--- config.mk ---
export PLATFORM = sky130hd
export DESIGN_NAME = irq_preempt_filter
export DESIGN_NICKNAME = d
export VERILOG_FILES = /design/src/rtl/irq_pf_pkg.sv /design/src/rtl/irq_pf_regs.sv /design/src/rtl/irq_pf_arbiter.sv /design/src/rtl/irq_pf_stack.sv /design/src/rtl/irq_preempt_filter.sv
export SDC_FILE = /design/constraint.sdc
export NUM_CORES = 1
export LEC_CHECK = 0
export BUFFER_PORTS_ARGS = -buffer_cell sky130_fd_sc_hd__clkbuf_2
export CORE_UTILIZATION = 52
export CTS_CLUSTER_SIZE = 10
export DETAILED_ROUTE_END_ITERATION = 8
export GPL_TIMING_DRIVEN = 0
export PLACE_DENSITY = 0.79
export SLEW_MARGIN = 10
export SYNTH_ARGS = -nofsm -noshare
export SYNTH_HDL_FRONTEND = slang
export SYNTH_HIERARCHICAL = 1
export SYNTH_SLANG_ARGS = --single-unit
--- constraint.sdc ---
create_clock -name clk -period 17.65 [get_ports clk]
set_clock_uncertainty 0.2 [all_clocks]
set_input_delay 1.765 -clock clk [delete_from_list [all_inputs] [get_ports clk]]
set_output_delay 1.765 -clock clk [all_outputs]
set_load 0.05 [all_outputs]
--- src/rtl/irq_pf_pkg.sv ---
package irq_pf_pkg;
  typedef enum logic {
    SEL_FLOOR = 1'b0,
    SEL_MASK  = 1'b1
  } reg_sel_e;
endpackage

--- src/rtl/irq_pf_regs.sv ---
module irq_pf_regs
  import irq_pf_pkg::*;
#(
  parameter int PRIO_W = 8
) (
  input  logic              clk,
  input  logic              rst_n,
  input  logic              we,
  input  reg_sel_e          sel,
  input  logic [PRIO_W-1:0] wdata,
  output logic [PRIO_W-1:0] floor_q,
  output logic              mask_q,
  output logic [PRIO_W-1:0] rdata
);
  logic [PRIO_W-1:0] floor_d;
  logic              mask_d;

  always_comb begin
    floor_d = floor_q;
    mask_d  = mask_q;
    if (we) begin
      case (sel)
        SEL_FLOOR: floor_d = wdata;
        SEL_MASK:  mask_d  = wdata[0];
        default:   floor_d = floor_q;
      endcase
    end
  end

  always_ff @(posedge clk or negedge rst_n) begin
    if (!rst_n) begin
      floor_q <= '0;
      mask_q  <= 1'b0;
    end else if (we) begin
      floor_q <= floor_d;
      mask_q  <= mask_d;
    end
  end

  assign rdata = (sel == SEL_MASK) ? {{(PRIO_W-1){1'b0}}, mask_q} : floor_q;
endmodule

--- src/rtl/irq_pf_arbiter.sv ---
module irq_pf_arbiter #(
  parameter int N_SRC  = 8,
  parameter int PRIO_W = 8,
  localparam int IDW   = (N_SRC > 1) ? $clog2(N_SRC) : 1
) (
  input  logic [N_SRC-1:0]        pend,
  input  logic [N_SRC*PRIO_W-1:0] prio_flat,
  output logic                    any,
  output logic [IDW-1:0]          win_id,
  output logic [PRIO_W-1:0]       win_prio
);
  always_comb begin
    any      = 1'b0;
    win_id   = '0;
    win_prio = '1;
    for (int i = 0; i < N_SRC; i++) begin
      if (pend[i] && (!any || (prio_flat[i*PRIO_W +: PRIO_W] < win_prio))) begin
        any      = 1'b1;
        win_id   = IDW'(i);
        win_prio = prio_flat[i*PRIO_W +: PRIO_W];
      end
    end
  end
endmodule

--- src/rtl/irq_pf_stack.sv ---
module irq_pf_stack #(
  parameter int PRIO_W = 8,
  parameter int DEPTH  = 4,
  localparam int CW    = $clog2(DEPTH + 1)
) (
  input  logic              clk,
  input  logic              rst_n,
  input  logic              push,
  input  logic              pop,
  input  logic [PRIO_W-1:0] push_val,
  output logic [PRIO_W:0]   run_prio,
  output logic              ovf
);
  logic [CW-1:0]     cnt_q, cnt_d;
  logic              ovf_d;
  logic [PRIO_W-1:0] mem [DEPTH];
  logic [PRIO_W-1:0] top_val;
  logic              full;

  assign full = (cnt_q == CW'(DEPTH));

  always_comb begin
    cnt_d = cnt_q;
    ovf_d = ovf;
    if (push) begin
      if (full) ovf_d = 1'b1;
      else      cnt_d = cnt_q + 1'b1;
    end else if (pop && (cnt_q != '0)) begin
      cnt_d = cnt_q - 1'b1;
    end
  end

  always_ff @(posedge clk or negedge rst_n) begin
    if (!rst_n) begin
      cnt_q <= '0;
      ovf   <= 1'b0;
    end else begin
      cnt_q <= cnt_d;
      ovf   <= ovf_d;
    end
  end

  for (genvar g = 0; g < DEPTH; g++) begin : g_slot
    always_ff @(posedge clk) begin
      if (push && (cnt_q == CW'(g))) mem[g] <= push_val;
    end
  end

  always_comb begin
    top_val = '1;
    for (int i = 0; i < DEPTH; i++) begin
      if (cnt_q == CW'(i + 1)) top_val = mem[i];
    end
  end

  assign run_prio = (cnt_q == '0) ? {1'b1, {PRIO_W{1'b0}}} : {1'b0, top_val};
endmodule

--- src/rtl/irq_preempt_filter.sv ---
module irq_preempt_filter
  import irq_pf_pkg::*;
#(
  parameter int N_SRC  = 8,
  parameter int PRIO_W = 8,
  parameter int DEPTH  = 4,
  localparam int IDW   = (N_SRC > 1) ? $clog2(N_SRC) : 1
) (
  input  logic                    clk,
  input  logic                    rst_n,
  input  logic [N_SRC-1:0]        pend_set,
  input  logic [N_SRC*PRIO_W-1:0] src_prio,
  input  logic                    reg_we,
  input  logic                    reg_sel,
  input  logic [PRIO_W-1:0]       reg_wdata,
  output logic [PRIO_W-1:0]       reg_rdata,
  input  logic                    accept,
  input  logic                    ret_strobe,
  output logic                    preempt_req,
  output logic [IDW-1:0]          preempt_id,
  output logic [N_SRC-1:0]        pending,
  output logic [PRIO_W:0]         run_prio,
  output logic                    stack_ovf
);
  logic [1:0]        rst_sync;
  logic              rst_sync_n;
  logic [PRIO_W-1:0] floor_q;
  logic              mask_q;
  logic              any;
  logic [PRIO_W-1:0] win_prio;
  logic [PRIO_W:0]   floor_ext, thr;
  logic              take;
  logic [N_SRC-1:0]  pend_q, pend_d, clr;

  always_ff @(posedge clk or negedge rst_n) begin
    if (!rst_n) rst_sync <= 2'b00;
    else        rst_sync <= {rst_sync[0], 1'b1};
  end
  assign rst_sync_n = rst_sync[1];

  irq_pf_regs #(.PRIO_W(PRIO_W)) u_regs (
    .clk(clk), .rst_n(rst_sync_n), .we(reg_we), .sel(reg_sel_e'(reg_sel)),
    .wdata(reg_wdata), .floor_q(floor_q), .mask_q(mask_q), .rdata(reg_rdata)
  );

  irq_pf_arbiter #(.N_SRC(N_SRC), .PRIO_W(PRIO_W)) u_arb (
    .pend(pend_q), .prio_flat(src_prio), .any(any),
    .win_id(preempt_id), .win_prio(win_prio)
  );

  // Floor of zero means no filtering; otherwise the more urgent bound wins.
  assign floor_ext   = {1'b0, floor_q};
  assign thr         = (floor_q == '0) ? run_prio
                     : ((floor_ext < run_prio) ? floor_ext : run_prio);
  assign preempt_req = any && !mask_q && ({1'b0, win_prio} < thr);
  assign take        = accept && preempt_req;

  always_comb begin
    clr = '0;
    if (take) clr[preempt_id] = 1'b1;
    pend_d = (pend_q & ~clr) | pend_set;
  end

  always_ff @(posedge clk or negedge rst_sync_n) begin
    if (!rst_sync_n) pend_q <= '0;
    else             pend_q <= pend_d;
  end
  assign pending = pend_q;

  irq_pf_stack #(.PRIO_W(PRIO_W), .DEPTH(DEPTH)) u_stack (
    .clk(clk), .rst_n(rst_sync_n), .push(take), .pop(ret_strobe && !take),
    .push_val(win_prio), .run_prio(run_prio), .ovf(stack_ovf)
  );
endmodule

---- Word-level counts from Yosys, hierarchy flattened ----
Memories as Yosys holds them, arrays and structs flattened.
Cells that the tools add are included.
word-level totals
  register bits ........................... 23
  bits in writable memories ............... 32
  input port bits ......................... 86
  output and inout port bits .............. 30
  word-level logic and storage cells ...... 127
  memories ................................ 1
cells by class
  $add $sub $neg .......................... 2
  magnitude comparators ................... 11
  eq/ne operators ......................... 5
  muxes and demuxes ....................... 54
  bitwise gates (word level) .............. 4
  reduce and logical (&&, ||, !) cells .... 44
memory list
  name         depth  bits a word  rd ports  clocked after Yosys merged registers in  wr ports  RTL line            source
  u_stack.mem  4      8            4         0                                        1         irq_pf_stack.sv:16  logic [PRIO_W-1:0] mem [DEPTH];
operators by type and width
  cell                   count
  $mux W8                17
  $lt A8 B8 Y1           7
  $mux W9                3
  $reduce_or A8 Y1       3
  $mux W1                21
  $mux W3                7
  $lt A8 B9 Y1           2
  $logic_and A1 B1 Y1    17
  $mux W2                5
  $logic_not A1 Y1       9
  $and A8 B8 Y8          1
  $logic_not A8 Y1       1
  $not A8 Y8             1
  $or A8 B8 Y8           1
  $reduce_and A2 Y1      4
  $logic_or A1 B1 Y1     7
  $eq A3 B2 Y1 const B   2
  $lt A3 B4 Y1 const B   1
  $add A3 B1 Y3 const B  1
  $demux W1 S3           1
  $eq A3 B1 Y1 const B   1
  $eq A3 B3 Y1 const B   1
  $ge A3 B1 Y1 const B   1
  $logic_not A3 Y1       1
  5 further kinds        5

---- Logic depth before layout (Yosys ltp) ----
Gate-level depths: netlist (run 1).
  depth in word-level cells ............... 39
  depth in mapped cells ................... 82
  depth with buffers taken out ............ 73

---- By module ----
The synthesis (run 1) kept the hierarchy.
modules (own cells, without submodules)
  module              times used  cells an instance  area an instance (µm²)  seq. area each (µm²)
  irq_pf_arbiter      1           411                2885.3                  0.0
  irq_pf_stack        1           118                1594.0                  1061.0
  irq_preempt_filter  1           111                979.7                   250.2
  irq_pf_regs         1           30                 478.0                   225.2

---- Worst setup path before layout (run 1) ----
No wires, ideal clock.
  path type ............................... input -> output
  from .................................... in src_prio[6]
  to ...................................... out preempt_req
  arrival time ............................ 15.724 ns
  required time ........................... 15.685 ns
  setup slack ............................. -0.039 ns
  stages .................................. 71
  path buffers ............................ 6
  cells stage by stage .................... nor2_1 > ha_1 > a21oi_1 > o2111ai_4 > a2bb2oi_2 > o21ai_4 > clkbuf_1 > nand2_1 > o21ai_0 > inv_1 > ha_1 > nand4_1 > nor4bb_1 > mux2i_1 > a21oi_1 > nand2b_1 > clkbuf_1 > mux2_2 > [35 not listed] > a41oi_4 > mux2_4 > ha_1 > a21oi_1 > nor2b_1 > o21ai_0 > nand4b_1 > or3_1 > o21a_1 > buf_2 > mux2i_1 > ha_1 > a21o_1 > a21oi_1 > a21oi_1 > a2111oi_4 > buf_6 > and3_1
on the way
  word-level cells in the longest chain between the ends .. 31
  elaborated cells on any way between the ends .. 45
  classes of those cells .................. order compare (8); mux (15); reduce/logical (22)
ends and longest elaborated chain
  what                                              RTL line                  source
  start, declared                                   irq_preempt_filter.sv:12  input logic [N_SRC*PRIO_W-1:0] src_prio,
  $mux W8 (*)                                       irq_pf_arbiter.sv:17      if (pend[i] && (!any || (prio_flat[i*PRIO_W +: PRIO_W] < win_prio))) begin
  $lt A8 B8 Y1                                      irq_pf_arbiter.sv:17
  $logic_or A1 B1 Y1                                irq_pf_arbiter.sv:17
  $logic_and A1 B1 Y1                               irq_pf_arbiter.sv:17
  $mux W8 or $mux W1 (tied branches)                irq_pf_arbiter.sv:17
  $lt A8 B8 Y1 or $logic_not A1 Y1 (tied branches)  irq_pf_arbiter.sv:17
  $logic_or A1 B1 Y1                                irq_pf_arbiter.sv:17
  $logic_and A1 B1 Y1                               irq_pf_arbiter.sv:17
  [16 not listed]                                   --
  $mux W8 or $mux W1 (tied branches)                irq_pf_arbiter.sv:17
  $lt A8 B8 Y1 or $logic_not A1 Y1 (tied branches)  irq_pf_arbiter.sv:17
  $logic_or A1 B1 Y1                                irq_pf_arbiter.sv:17
  $logic_and A1 B1 Y1                               irq_pf_arbiter.sv:17
  $mux W8 (*)                                       irq_pf_arbiter.sv:17
  named net win_prio[6]                             irq_preempt_filter.sv:30  logic [PRIO_W-1:0] win_prio;
  $lt A8 B9 Y1 (*)                                  irq_preempt_filter.sv:55  assign preempt_req = any && !mask_q && ({1'b0, win_prio} < thr);
  $logic_and A1 B1 Y1 (*)                           irq_preempt_filter.sv:55
  end, declared                                     irq_preempt_filter.sv:19  output logic preempt_req,
Mark *: on every way through the listed nets, which the timed path passes. The rest lies on a longest branch.

---- Worst setup path after layout (run 1) ----
Ends and elaborated chain as after synthesis.

==> tab_implementation.tex, run 1 <==
\begin{tabular}{lr}
\hline
Metric & Value \\
\hline
\multicolumn{2}{l}{\textbf{Outcome}} \\
\quad Status & complete, no violations \\
\multicolumn{2}{l}{\textbf{Logic synthesis}} \\
\quad Dominant combinational cell family by area after synthesis & compound AO/OA/AOI/OAI gates \\
\quad XOR/XNOR Fraction of Synth Area & 0\% \\
\quad Post-synthesis area per instance & between 8 and 9 µm² \\
\quad Flip-flop and latch count after synthesis & 55 \\
\quad Post-Syn Instances & 670 \\
\quad Cell Area, Synth & about 0.006 mm² \\
\quad Nets in the synthesized netlist & just over 800 \\
\quad Fraction of synthesized area in multiplexers & 9.40\% \\
\quad Number of enable flip-flop cells after synthesis & 32 \\
\quad Dominant register cell in the synthesized netlist & sky130\_fd\_sc\_hd\_\_edfxtp\_1 \\
\quad Total number of yosys warnings & 6 \\
\quad Post-synthesis share of cell area spent on full adders, half adders and majority gates & 12.6\% \\
\quad Sequential area share after synthesis & roughly a quarter \\
\quad Async set-or-reset flop fraction in the synthesized netlist & 41.8\% \\
\quad Post-synthesis simple-gate area fraction & 20.2\% \\
\quad Number of unique standard cell types used by synthesis & 87 \\
\quad Compound-cell area share of the yosys netlist & between 20\% and 30\% \\
\multicolumn{2}{l}{\textbf{Timing}} \\
\quad Top achievable clock speed & 58.2 MHz \\
\quad Relative slew slack & 44.0\% \\
\quad Final setup violation count & 0 \\
\quad Worst hold margin & 151 ps \\
\quad Final max-slew violation count & 0 \\
\quad Final count of hold timing violations & 0 \\
\quad Clock period minus final worst setup slack & $\sim$17000 ps \\
\quad Worst Tran Pin Value & 840 ps \\
\quad Post-route setup TNS & 0 ps \\
\quad Part of the cycle the worst path needs & a little over nine tenths \\
\multicolumn{2}{l}{\textbf{Critical path}} \\
\quad Kind of critical path & input port to output pin \\
\quad Cell family with most CP delay & compound AO/OA/AOI/OAI gates \\
\quad Largest stage delay on the critical path & 510 ps \\
\quad Largest fanout on the critical path & 10 \\
\quad Required @ worst endpoint & 15680 ps \\
\quad Data arrival, critical path & roughly 15000 ps \\
\quad Worst Setup Start Kind & input port \\
\quad Crit end category & output pin \\
\quad Buffering stage count on the worst path with inverters included & 10 \\
\quad Cell with the largest stage delay on the worst path & sky130\_fd\_sc\_hd\_\_or4\_1 \\
\multicolumn{2}{l}{\textbf{Floorplan}} \\
\quad Initial cell density of the core & 54.1\% \\
\quad Count of pins on the block boundary & between 100 and 150 \\
\quad Std-Cell Core Area & 0.0110 mm² \\
\quad Number of rows created at floorplan & 38 \\
\quad Horizontal extent of the die & 109 µm \\
\quad Overall die height & 109 µm \\
\quad Area of the die & between 0.01 and 0.015 mm² \\
\multicolumn{2}{l}{\textbf{Final layout}} \\
\quad Layout net count & between 900 and 1000 \\
\quad Ant diodes & 0 \\
\quad Share of final-layout standard cells stronger than drive strength 1 & 35.6\% \\
\quad Syn-to-layout area delta & 26.6\% \\
\quad Commonest cells after routing, fill and taps aside & sky130\_fd\_sc\_hd\_\_clkbuf\_2 (116), sky130\_fd\_sc\_hd\_\_ha\_1 (56), sky130\_fd\_sc\_hd\_\_inv\_1 (53) \\
\quad Most common library cell in the layout ignoring fill and taps & sky130\_fd\_sc\_hd\_\_clkbuf\_2 \\
\quad Utilization after layout & 68.4\% \\
\multicolumn{2}{l}{\textbf{Power and ir drop}} \\
\quad Power density over cell area & 228 mW/mm² \\
\quad Overall power after layout & 1.71 mW \\
\quad Leakage power summed over all cells & 3.34 nW \\
\quad Worst IR drop on VDD & 0.000258 V \\
\multicolumn{2}{l}{\textbf{Routing}} \\
\quad Detailed Route Iter0 Violations & around 370 \\
\quad Detailed-route DRC error count & 0 \\
\quad Detailed-route wire length & 17300 µm \\
\quad Per-cell via count in the routed design & 6.20 \\
\quad Number of vias after detailed routing & between 5000 and 6000 \\
\quad First-pass iteration count of the detailed router & 5 \\
\quad Detail-routed net length per standard cell & 17.9 µm \\
\quad Antenna Nets Post-Route & 0 \\
\multicolumn{2}{l}{\textbf{Clocking}} \\
\quad TritonCTS clock tree & built \\
\quad Clock sinks & 55 \\
\quad Clock-pin transition on the worst setup and hold timing paths & 70 ps \\
\quad Worst-Skew Late Latency & 290 ps \\
\quad Number of buffers inserted during clock tree synthesis & 5 \\
\quad Max Root-Sink Buffers & 2 \\
\quad Total of hold buffers inserted after clock tree synthesis & 0 \\
\quad Root Buffer Master & sky130\_fd\_sc\_hd\_\_clkbuf\_16 \\
\quad H-tree levels & 2 \\
\multicolumn{2}{l}{\textbf{Run}} \\
\quad Maximum Capacitance Violations & 0 \\
\multicolumn{2}{l}{\textbf{Global routing}} \\
\quad Maximum number of pins on one net before global-route repair & 22 \\
\quad GRT Util Overall & between 20 and 30\% \\
\quad Remaining global-route overflow & 0 \\
\quad Antenna violations before repair & 2 \\
\quad Via count of the first global-routing pass & $\sim$5800 \\
\quad Wire length of the first global-routing pass & 26900 µm \\
\multicolumn{2}{l}{\textbf{Hold path}} \\
\quad Min-delay worst type & flop to async pin \\
\multicolumn{2}{l}{\textbf{Placed design}} \\
\quad Final HPWL from detailed placement & 13100 µm \\
\quad Count of port buffers added during placement & 114 \\
\quad Weighted congestion reported at the end of routability-driven placement & 0.951 \\
\hline
\end{tabular}
-- cell usage after synthesis, drive strengths merged (4+ instances only) --
| cell | n | area, µm² |
|---|---|---|
| ha | 60 | 751 |
| a21oi | 55 | 279 |
| inv | 55 | 206 |
| nand2 | 49 | 184 |
| nor2 | 46 | 188 |
| edfxtp | 32 | 961 |
| o21ai | 28 | 163 |
| mux2 | 25 | 338 |
| dfrtp | 23 | 576 |
| mux2i | 22 | 220 |
| o211ai | 21 | 163 |
| nand3 | 19 | 95.1 |
| nor3 | 19 | 95.1 |
| clkbuf | 16 | 60.1 |
| buf | 14 | 109 |
| a21o | 13 | 97.6 |
| nand2b | 13 | 81.3 |
| a41oi | 12 | 124 |
| nor2b | 11 | 83.8 |
| a31o | 10 | 96.4 |
| nand4 | 10 | 62.6 |
| a31oi | 9 | 56.3 |
| or4 | 9 | 71.3 |
| a211oi | 8 | 60.1 |
| o221ai | 8 | 70.1 |
| and2b | 7 | 61.3 |
| and3 | 7 | 45.1 |
| and4 | 5 | 43.8 |
| nor4 | 4 | 25.0 |
| or2 | 4 | 25.0 |
-- routing by layer --
metal  track usage [%]  wire, µm  vias to the layer above
met5                 0        13                        -
met4              11.1       420                        2
met3              3.71       893                       39
met2              52.8      9040                      220
met1              33.1      6910                     2875
li1                  -         -                     2857
-- worst paths after layout --
path	startpoint	endpoint	slack, ps	cells past startpoint
max in group asynchronous	rst_n	rst_sync[0]	16110	1
worst min register to register	rst_sync[1]	u_regs/floor_q[7]	150	0
worst max-delay path	src_prio[6]	preempt_req	480	71
min in group clk	rst_sync[0]	rst_sync[1]	150	0
worst min-delay path	rst_sync[1]	u_regs/floor_q[7]	150	0
worst max register to register	pending[0]	u_stack/mem[2][0]	2270	72
-- cell families after synthesis --
logic type | after synthesis
buf+inv | 85
other cells | 1
compound gates | 201
simple gates | 221
flops | 55
mux | 47
fa+ha+maj | 60
-- flip-flops by register name (all words and copies together), names as in the netlist --
name / flops
u_stack/mem: 32
u_stack/cnt_q: 3
pending: 8
u_stack/ovf: 1
rst_sync: 2
u_regs/mask_q: 1
u_regs/floor_q: 8
-- worst register-to-register path, delay by kind of cell, from the launching register on --
family	cells	cell delay, ps
AOI/OAI and AO/OA	31	5100
and+or+nand+nor	18	4090
adders and majority gates	8	2320
buffers and inverters	11	1780
muxes	4	1070
DFF	1	410
-- power by group --
group | leakage, nW | switching [mW] | total (mW) | internal, mW
sequential | 0.536 | 0.0194 | 0.218 | 0.199
clock | 0.0742 | 0.0453 | 0.0984 | 0.0531
combinational | 2.73 | 0.811 | 1.40 | 0.585
-- metrics by stage --
step                      std cells  area, µm²  worst slack, ps
final                           966       7510              480
after global routing            966       7510             -137
after CTS                       945       7140             25.7
after detailed placement        924       6680            -2520
after global placement          924       6680            -1880
after floorplan                 670       5940             81.7
-- area by class of cell --
class,instances,area (µm²)
clock inverter,3,22.5
clock buffer,5,125
sequential,55,1540
fill,856,3470
buffer,28,208
inverter,55,206
tap,140,175
timing repair buffer,150,863
multi-input combinational,530,4380
-- what timing repair did --
action,4_1_cts,5_1_grt
setup buffers,14,21
cloned,1,0
endpoints found under the hold margin,0,0
resized for setup,45,57
endpoints found under the setup margin,48,34
pin swaps,2,26
(Power assumes the default switching activity.)
==> inputs of run 2 (changes only) <==
Settings changed: CORE_ASPECT_RATIO set to 1.2, MAX_ROUTING_LAYER set to met4.
==> run 2 against run 1 <==
- global-route usage grew 0.20 points
- clock-buffer cell count is the same
- routed wire length shrank 0.87%
- sequential share of layout area is essentially flat
- worst setup slack gained 88 ps
==> tab_implementation.tex, run 2 (same netlist as run 1, synthesis figures left out) <==
\begin{tabular}{lr}
\hline
Metric & Value \\
\hline
\multicolumn{2}{l}{\textbf{Floorplan}} \\
\quad Number of rows created at floorplan & 42 (+11\%) \\
\quad Initial cell density of the core & 53.5\% (-0.51 points) \\
\quad Count of pins on the block boundary & 116 (unchanged) \\
\quad Std-Cell Core Area & 0.0111 mm² (+0.96\%) \\
\quad Horizontal extent of the die & 99.5 µm (-8.6\%) \\
\quad Overall die height & 119 µm (+9.4\%) \\
\quad Area of the die & 0.0119 mm² (about the same) \\
\multicolumn{2}{l}{\textbf{Critical path}} \\
\quad Required @ worst endpoint & 15680 ps (about the same) \\
\quad Largest fanout on the critical path & 10 (unchanged) \\
\quad Data arrival, critical path & 15120 ps (-80 ps) \\
\quad Crit end category & output pin \\
\quad Worst Setup Start Kind & input port \\
\quad Kind of critical path & input port to output pin \\
\quad Cell with the largest stage delay on the worst path & sky130\_fd\_sc\_hd\_\_or4\_1 \\
\quad Largest stage delay on the critical path & 520 ps (about the same) \\
\quad Cell family with most CP delay & compound AO/OA/AOI/OAI gates \\
\quad Buffering stage count on the worst path with inverters included & 10 (unchanged) \\
\multicolumn{2}{l}{\textbf{Clocking}} \\
\quad Clock-pin transition on the worst setup and hold timing paths & 70 ps (about the same) \\
\quad Clock sinks & 55 (unchanged) \\
\quad Root Buffer Master & sky130\_fd\_sc\_hd\_\_clkbuf\_16 \\
\quad Worst-Skew Late Latency & 300 ps (about the same) \\
\quad Max Root-Sink Buffers & 2 (unchanged) \\
\quad TritonCTS clock tree & built \\
\quad H-tree levels & 2 (unchanged) \\
\quad Number of buffers inserted during clock tree synthesis & 5 (unchanged) \\
\multicolumn{2}{l}{\textbf{Placed design}} \\
\quad Weighted congestion reported at the end of routability-driven placement & 0.935 (-1.7\%) \\
\quad Area after DPL & 0.00670 mm² (+0.26\%) \\
\quad Final HPWL from detailed placement & 13100 µm (-0.69\%) \\
\quad Placed cell count & 938 (+1.5\%) \\
\quad Count of port buffers added during placement & 114 (unchanged) \\
\multicolumn{2}{l}{\textbf{Routing}} \\
\quad Number of vias after detailed routing & 5918 (-1.3\%) \\
\quad Detailed-route DRC error count & 0 (unchanged) \\
\quad Per-cell via count in the routed design & 6.09 (-1.9\%) \\
\quad First-pass iteration count of the detailed router & 5 (unchanged) \\
\quad Antenna Nets Post-Route & 0 (unchanged) \\
\quad Detailed Route Iter0 Violations & 250 (-32\%) \\
\quad Detailed-route wire length & 17100 µm (-0.87\%) \\
\quad Detail-routed net length per standard cell & 17.6 µm (-1.5\%) \\
\multicolumn{2}{l}{\textbf{Global routing}} \\
\quad Antenna violations before repair & 0 (-2) \\
\quad Maximum number of pins on one net before global-route repair & 22 (unchanged) \\
\quad GRT Util Overall & 28.7\% (+0.20 points) \\
\quad Remaining global-route overflow & 0 (unchanged) \\
\quad Via count of the first global-routing pass & 5747 (-1.6\%) \\
\quad Wire length of the first global-routing pass & 26700 µm (-0.97\%) \\
\multicolumn{2}{l}{\textbf{Timing}} \\
\quad Clock period minus final worst setup slack & 17080 ps (-87.9 ps) \\
\quad Final max-slew violation count & 0 (unchanged) \\
\quad Part of the cycle the worst path needs & 96.8\% (-0.50 points) \\
\quad Post-route setup TNS & 0 ps (unchanged) \\
\quad Top achievable clock speed & 58.5 MHz (+0.51\%) \\
\quad Worst Tran Pin Value & 853 ps (+12.9 ps) \\
\quad Relative slew slack & 43.1\% (-0.86 points) \\
\quad Final setup violation count & 0 (unchanged) \\
\quad Final count of hold timing violations & 0 (unchanged) \\
\multicolumn{2}{l}{\textbf{Power and ir drop}} \\
\quad Worst IR drop on VDD & 0.000142 V (-45\%) \\
\quad Overall power after layout & 1.69 mW (-1.4\%) \\
\quad Leakage power summed over all cells & 3.31 nW (-1.1\%) \\
\quad Power density over cell area & 225 mW/mm² (-1.3\%) \\
\multicolumn{2}{l}{\textbf{Hold path}} \\
\quad Min-delay worst type & flop to async pin \\
\multicolumn{2}{l}{\textbf{Final layout}} \\
\quad Layout net count & 963 (-0.82\%) \\
\quad Finished layout cell area & 0.00751 mm² (about the same) \\
\quad Utilization after layout & 67.7\% (-0.72 points) \\
\quad Fill count & 876 (+2.3\%) \\
\quad Syn-to-layout area delta & 26.4\% (about the same) \\
\quad Commonest cells after routing, fill and taps aside & sky130\_fd\_sc\_hd\_\_clkbuf\_2 (116), sky130\_fd\_sc\_hd\_\_inv\_1 (53), sky130\_fd\_sc\_hd\_\_ha\_1 (53) \\
\quad Number of flip-flops under the largest register name & 32 (unchanged) \\
\quad Fin cells & 972 (+0.62\%) \\
\quad Share of final-layout standard cells stronger than drive strength 1 & 35.5\% (-0.14 points) \\
\quad Most common library cell in the layout ignoring fill and taps & sky130\_fd\_sc\_hd\_\_clkbuf\_2 \\
\quad Register ranked first by flip-flop count & u\_stack/mem \\
\quad Ant diodes & 0 (unchanged) \\
\multicolumn{2}{l}{\textbf{Outcome}} \\
\quad Status & complete, no violations \\
\multicolumn{2}{l}{\textbf{Run}} \\
\quad Maximum Capacitance Violations & 0 (unchanged) \\
\hline
\end{tabular}
run 2: changes by cell type in the layout (fill, tap and decap cells not counted), sizes merged:
cell and delta:
buf -7, clkbuf -1, clkinv -2, clkinvlp +1, inv +1
run 2: worst paths after layout:
path	start	to	slack, ps	depth (start not counted)
worst max-delay path	src_prio[6]	preempt_req	570	72
worst min-delay path	rst_sync[1]	u_regs/floor_q[2]	150	0
worst max register to register	pending[0]	u_stack/mem[2][1]	2450	73
worst min register to register	rst_sync[1]	u_regs/floor_q[2]	150	0
max in group asynchronous	rst_n	rst_sync[0]	16100	1
min in group clk	rst_sync[0]	rst_sync[1]	180	0
run 2: per-stage QoR:
step	hold slack [ps]	worst slack, ps
4_1_cts	183	14.4
5_1_grt	179	-121
2_1_floorplan	66.9	81.7
3_5_place_dp	166	-2360
3_3_place_gp	139	-1880
6_report	151	568
run 2: power by group:
part | internal [mW] | total (mW) | switching (mW)
Sequential | 0.198 | 0.218 | 0.0197
Combinational | 0.560 | 1.37 | 0.809
Clock | 0.0541 | 0.102 | 0.0477
Total | 0.813 | 1.69 | 0.877
run 2: repair_timing:
item	4_1_cts	5_1_grt
cloned	1	0
setup buffers	9	18
setup endpoints to repair	48	17
hold buffers	0	0
pin swaps	3	24
hold endpoints to repair	0	0
resized for setup	46	57
run 2: worst register-to-register path, delay by kind of cell (launching register included):
family                     cells  cell delay [ps]
AOI/OAI and AO/OA             33             5700
and+or+nand+nor               15             3180
adders and majority gates      8             2190
buffers and inverters         12             1880
muxes                          5             1300
DFF                            1              410
run 2: cell type report:
| cell class | count | area [µm²] | area share, % |
|---|---|---|---|
| clock inverters | 3 | 27.5 | 0.367 |
| repair buffers | 142 | 800 | 10.7 |
| clock buffers | 5 | 125 | 1.67 |
| inverters | 55 | 206 | 2.75 |
| well taps | 154 | 193 | 2.57 |
| flip-flops and latches | 55 | 1540 | 20.5 |
| multi-input cells | 530 | 4410 | 58.7 |
| plain buffers | 28 | 209 | 2.78 |
run 2: metal layers:
metal | share of wire, % | track usage (%)
met5 | 0 | -
met4 | 3.5 | 10.9
met3 | 3.9 | 3.46
met2 | 54 | 53.8
met1 | 38 | 30.5
==> inputs of run 3 (changes only) <==
Settings changed: CORE_UTILIZATION 52 to 40, PLACE_DENSITY 0.79 to unset.
==> run 3 against run 2 <==
- clock-buffer cell count stayed put
- critical path depth stayed put
- first-iteration DRC count is 4.8% lower
- cell count grew 2.5%
- combinational power hardly changed
- worst hold slack gained 2.9 ps
- core utilization fell by 15 points
- sequential cell count unchanged
- via count shrank 1.6%
- maximum frequency barely moved
- cell area is 1.3% higher
- die area up 29%
- critical endpoint unchanged
==> tab_implementation.tex, run 3 (same netlist as run 1, synthesis figures left out) <==
\begin{tabular}{lr}
\hline
Metric & Value \\
\hline
\multicolumn{2}{l}{\textbf{Floorplan}} \\
\quad Count of pins on the block boundary & 116 (unchanged) \\
\quad Area of the die & 0.0153 mm² (+29\%) \\
\quad Initial cell density of the core & 41.2\% (-12 points) \\
\quad Number of rows created at floorplan & 48 (+14\%) \\
\quad Std-Cell Core Area & 0.0144 mm² (+30\%) \\
\quad Horizontal extent of the die & 113 µm (+14\%) \\
\quad Overall die height & 135 µm (+14\%) \\
\multicolumn{2}{l}{\textbf{Final layout}} \\
\quad Share of final-layout standard cells stronger than drive strength 1 & 36.4\% (+0.97 points) \\
\quad Fin cells & 996 (+2.5\%) \\
\quad Utilization after layout & 52.8\% (-15 points) \\
\quad Layout net count & 966 (+0.31\%) \\
\quad Syn-to-layout area delta & 28.1\% \\
\quad Finished layout cell area & 0.00761 mm² (+1.3\%) \\
\quad Fill count & 1353 (+54\%) \\
\quad Total area of multi-input combinational cells & 0.00444 mm² (+0.77\%) \\
\quad Commonest cells after routing, fill and taps aside & sky130\_fd\_sc\_hd\_\_clkbuf\_2 (113), sky130\_fd\_sc\_hd\_\_ha\_1 (54), sky130\_fd\_sc\_hd\_\_inv\_1 (53) \\
\quad Register area & 0.00154 mm² (unchanged) \\
\quad Most common library cell in the layout ignoring fill and taps & sky130\_fd\_sc\_hd\_\_clkbuf\_2 \\
\quad Register ranked first by flip-flop count & u\_stack/mem \\
\quad Ant diodes & 0 (unchanged) \\
\quad Number of flip-flops under the largest register name & 32 (unchanged) \\
\multicolumn{2}{l}{\textbf{Critical path}} \\
\quad Largest fanout on the critical path & 10 (unchanged) \\
\quad Worst Setup Start Kind & input port \\
\quad Critical register-to-register path startpoint & pending[0] \\
\quad Crit end category & output pin \\
\quad FF-to-FF path depth & 73 (unchanged) \\
\quad Kind of critical path & input port to output pin \\
\quad Data arrival, critical path & 15110 ps (about the same) \\
\quad Top cell by count, worst path & sky130\_fd\_sc\_hd\_\_a21o\_1 \\
\quad First element of the critical path & src\_prio[5] \\
\quad Largest stage delay on the critical path & 500 ps (-20 ps) \\
\quad Cell with the largest stage delay on the worst path & sky130\_fd\_sc\_hd\_\_or4\_1 \\
\quad Required @ worst endpoint & 15680 ps (about the same) \\
\quad Critical R2R Capture & u\_stack/mem[0][5] \\
\quad Register-to-register path setup slack & 2390 ps (-60 ps) \\
\multicolumn{2}{l}{\textbf{Placed design}} \\
\quad Area after DPL & 0.00673 mm² (+0.39\%) \\
\quad Post-place setup slack & -2610 ps (-253 ps) \\
\quad Weighted congestion reported at the end of routability-driven placement & 0.858 (-8.2\%) \\
\quad Placed cell count & 959 (+2.2\%) \\
\quad Count of port buffers added during placement & 114 (unchanged) \\
\quad Final HPWL from detailed placement & 13900 µm (+6.4\%) \\
\multicolumn{2}{l}{\textbf{Global routing}} \\
\quad Maximum number of pins on one net before global-route repair & 22 (unchanged) \\
\quad Via count of the first global-routing pass & 5820 (+1.3\%) \\
\quad Wire length of the first global-routing pass & 28200 µm (+5.9\%) \\
\quad GRT Util Overall & 23.7\% (-5.0 points) \\
\quad Remaining global-route overflow & 0 (unchanged) \\
\quad Antenna violations before repair & 0 (unchanged) \\
\multicolumn{2}{l}{\textbf{Timing}} \\
\quad Final count of hold timing violations & 0 (unchanged) \\
\quad Post-route setup TNS & 0 ps (unchanged) \\
\quad Top achievable clock speed & 58.6 MHz (about the same) \\
\quad Final setup margin & 574 ps (+6.21 ps) \\
\quad Final setup violation count & 0 (unchanged) \\
\quad Part of the cycle the worst path needs & 96.7\% (about the same) \\
\quad Relative slew slack & 42.0\% (-1.1 points) \\
\quad Final max-slew violation count & 0 (unchanged) \\
\quad Clock period minus final worst setup slack & 17080 ps (-6.21 ps) \\
\quad Worst hold margin & 154 ps (+2.88 ps) \\
\quad Worst Tran Pin Value & 870 ps (+16.6 ps) \\
\multicolumn{2}{l}{\textbf{Power and ir drop}} \\
\quad Sw Share & 50.9\% (-0.96 points) \\
\quad Net switching power & 876 µW (about the same) \\
\quad Power density over cell area & 226 mW/mm² (+0.52\%) \\
\quad Combinational fraction of design power & 81.6\% (+0.5 points) \\
\quad Clock share of power & 5.7\% (-0.3 points) \\
\quad Overall power after layout & 1.72 mW (+1.8\%) \\
\quad Worst IR drop on VDD & 0.000107 V (-24\%) \\
\quad Cell internal power dissipation & 844 µW (+3.9\%) \\
\quad Share of total power in sequential cells & 12.7\% (-0.2 points) \\
\quad Leakage power summed over all cells & 3.34 nW (+0.96\%) \\
\multicolumn{2}{l}{\textbf{Outcome}} \\
\quad Status & complete, no violations \\
\multicolumn{2}{l}{\textbf{Clocking}} \\
\quad Total of hold buffers inserted after clock tree synthesis & 0 (unchanged) \\
\quad H-tree levels & 2 (unchanged) \\
\quad Clock sinks & 55 (unchanged) \\
\quad Max Root-Sink Buffers & 2 (unchanged) \\
\quad Worst-Skew Late Latency & 300 ps (about the same) \\
\quad Root Buffer Master & sky130\_fd\_sc\_hd\_\_clkbuf\_16 \\
\quad Number of buffers inserted during clock tree synthesis & 5 (unchanged) \\
\quad Clock-pin transition on the worst setup and hold timing paths & 70 ps (about the same) \\
\quad TritonCTS clock tree & built \\
\multicolumn{2}{l}{\textbf{Routing}} \\
\quad Antenna Nets Post-Route & 0 (unchanged) \\
\quad Detailed Route Iter0 Violations & 238 (-4.8\%) \\
\quad First-pass iteration count of the detailed router & 5 (unchanged) \\
\quad Per-cell via count in the routed design & 5.85 (-4.0\%) \\
\quad Detailed-route wire length & 17800 µm (+4.0\%) \\
\quad Detail-routed net length per standard cell & 17.9 µm (+1.5\%) \\
\quad Detailed-route DRC error count & 0 (unchanged) \\
\quad Number of vias after detailed routing & 5823 (-1.6\%) \\
\multicolumn{2}{l}{\textbf{Hold path}} \\
\quad Capture endpoint of the worst hold path & rst\_sync[1] \\
\quad Hold path startpoint & rst\_sync[0] \\
\quad Number of cells traversed by the worst hold path & 0 \\
\quad Min-delay worst type & flop to flop \\
\multicolumn{2}{l}{\textbf{Run}} \\
\quad Maximum Capacitance Violations & 0 (unchanged) \\
\hline
\end{tabular}
-- run 3: cell count changes in the layout (fill, tap and decap cells not counted), sizes merged --
cell | before | now
clkinvlp | 1 | 0
inv | 57 | 56
clkbuf | 130 | 128
buf | 45 | 50
clkinv | 0 | 2
-- run 3: area by class of cell --
class,count,area share [%]
clock buffers,5,1.65
well taps,175,2.88
repair buffers,147,11.1
clock inverters,3,0.296
flip-flops and latches,55,20.2
plain buffers,26,2.78
multi-input cells,530,58.4
inverters,55,2.71
-- run 3: routing by layer --
layer	part of all wire (%)	routed length (µm)	global-route usage, %	vias up
met5	0	0	-	-
met4	3.0	541	8.33	0
met3	3.4	610	2.73	37
met2	54	9700	44.8	132
met1	39	6960	25.4	2800
li1	-	-	-	2854
-- run 3: worst max-delay path: cells and delay by family --
family / cells / cell delay [ps]
AO/OA/AOI/OAI: 32 / 5580
AND/OR/NAND/NOR: 17 / 2870
adder cells (fa/ha/maj): 8 / 2230
buffers and inverters: 11 / 1460
multiplexers: 4 / 1190
-- run 3: how the worst max path moves through the flow --
stage	endpoint	slack, ps
floorplan	preempt_req	80
detailed placement	preempt_req	-2610
finish	preempt_req	570
CTS	preempt_req	80
global placement	preempt_req	-2290
global route	preempt_req	-100
-- run 3: power groups by stage --
stage          combinational, mW  clock [mW]  sequential (mW)
3_5_place_dp                1.16           0            0.220
2_1_floorplan              0.874           0            0.225
3_3_place_gp                1.13           0            0.220
6_report                    1.40      0.0989            0.218
5_1_grt                     1.52       0.107            0.220
4_1_cts                     1.29       0.102            0.217
-- run 3: what timing repair did --
action,4_1_cts,5_1_grt
setup endpoints to repair,48,37
pin swaps,3,29
buffers inserted,15,17
resized for setup,44,76
gates cloned,1,0
hold endpoints to repair,0,0
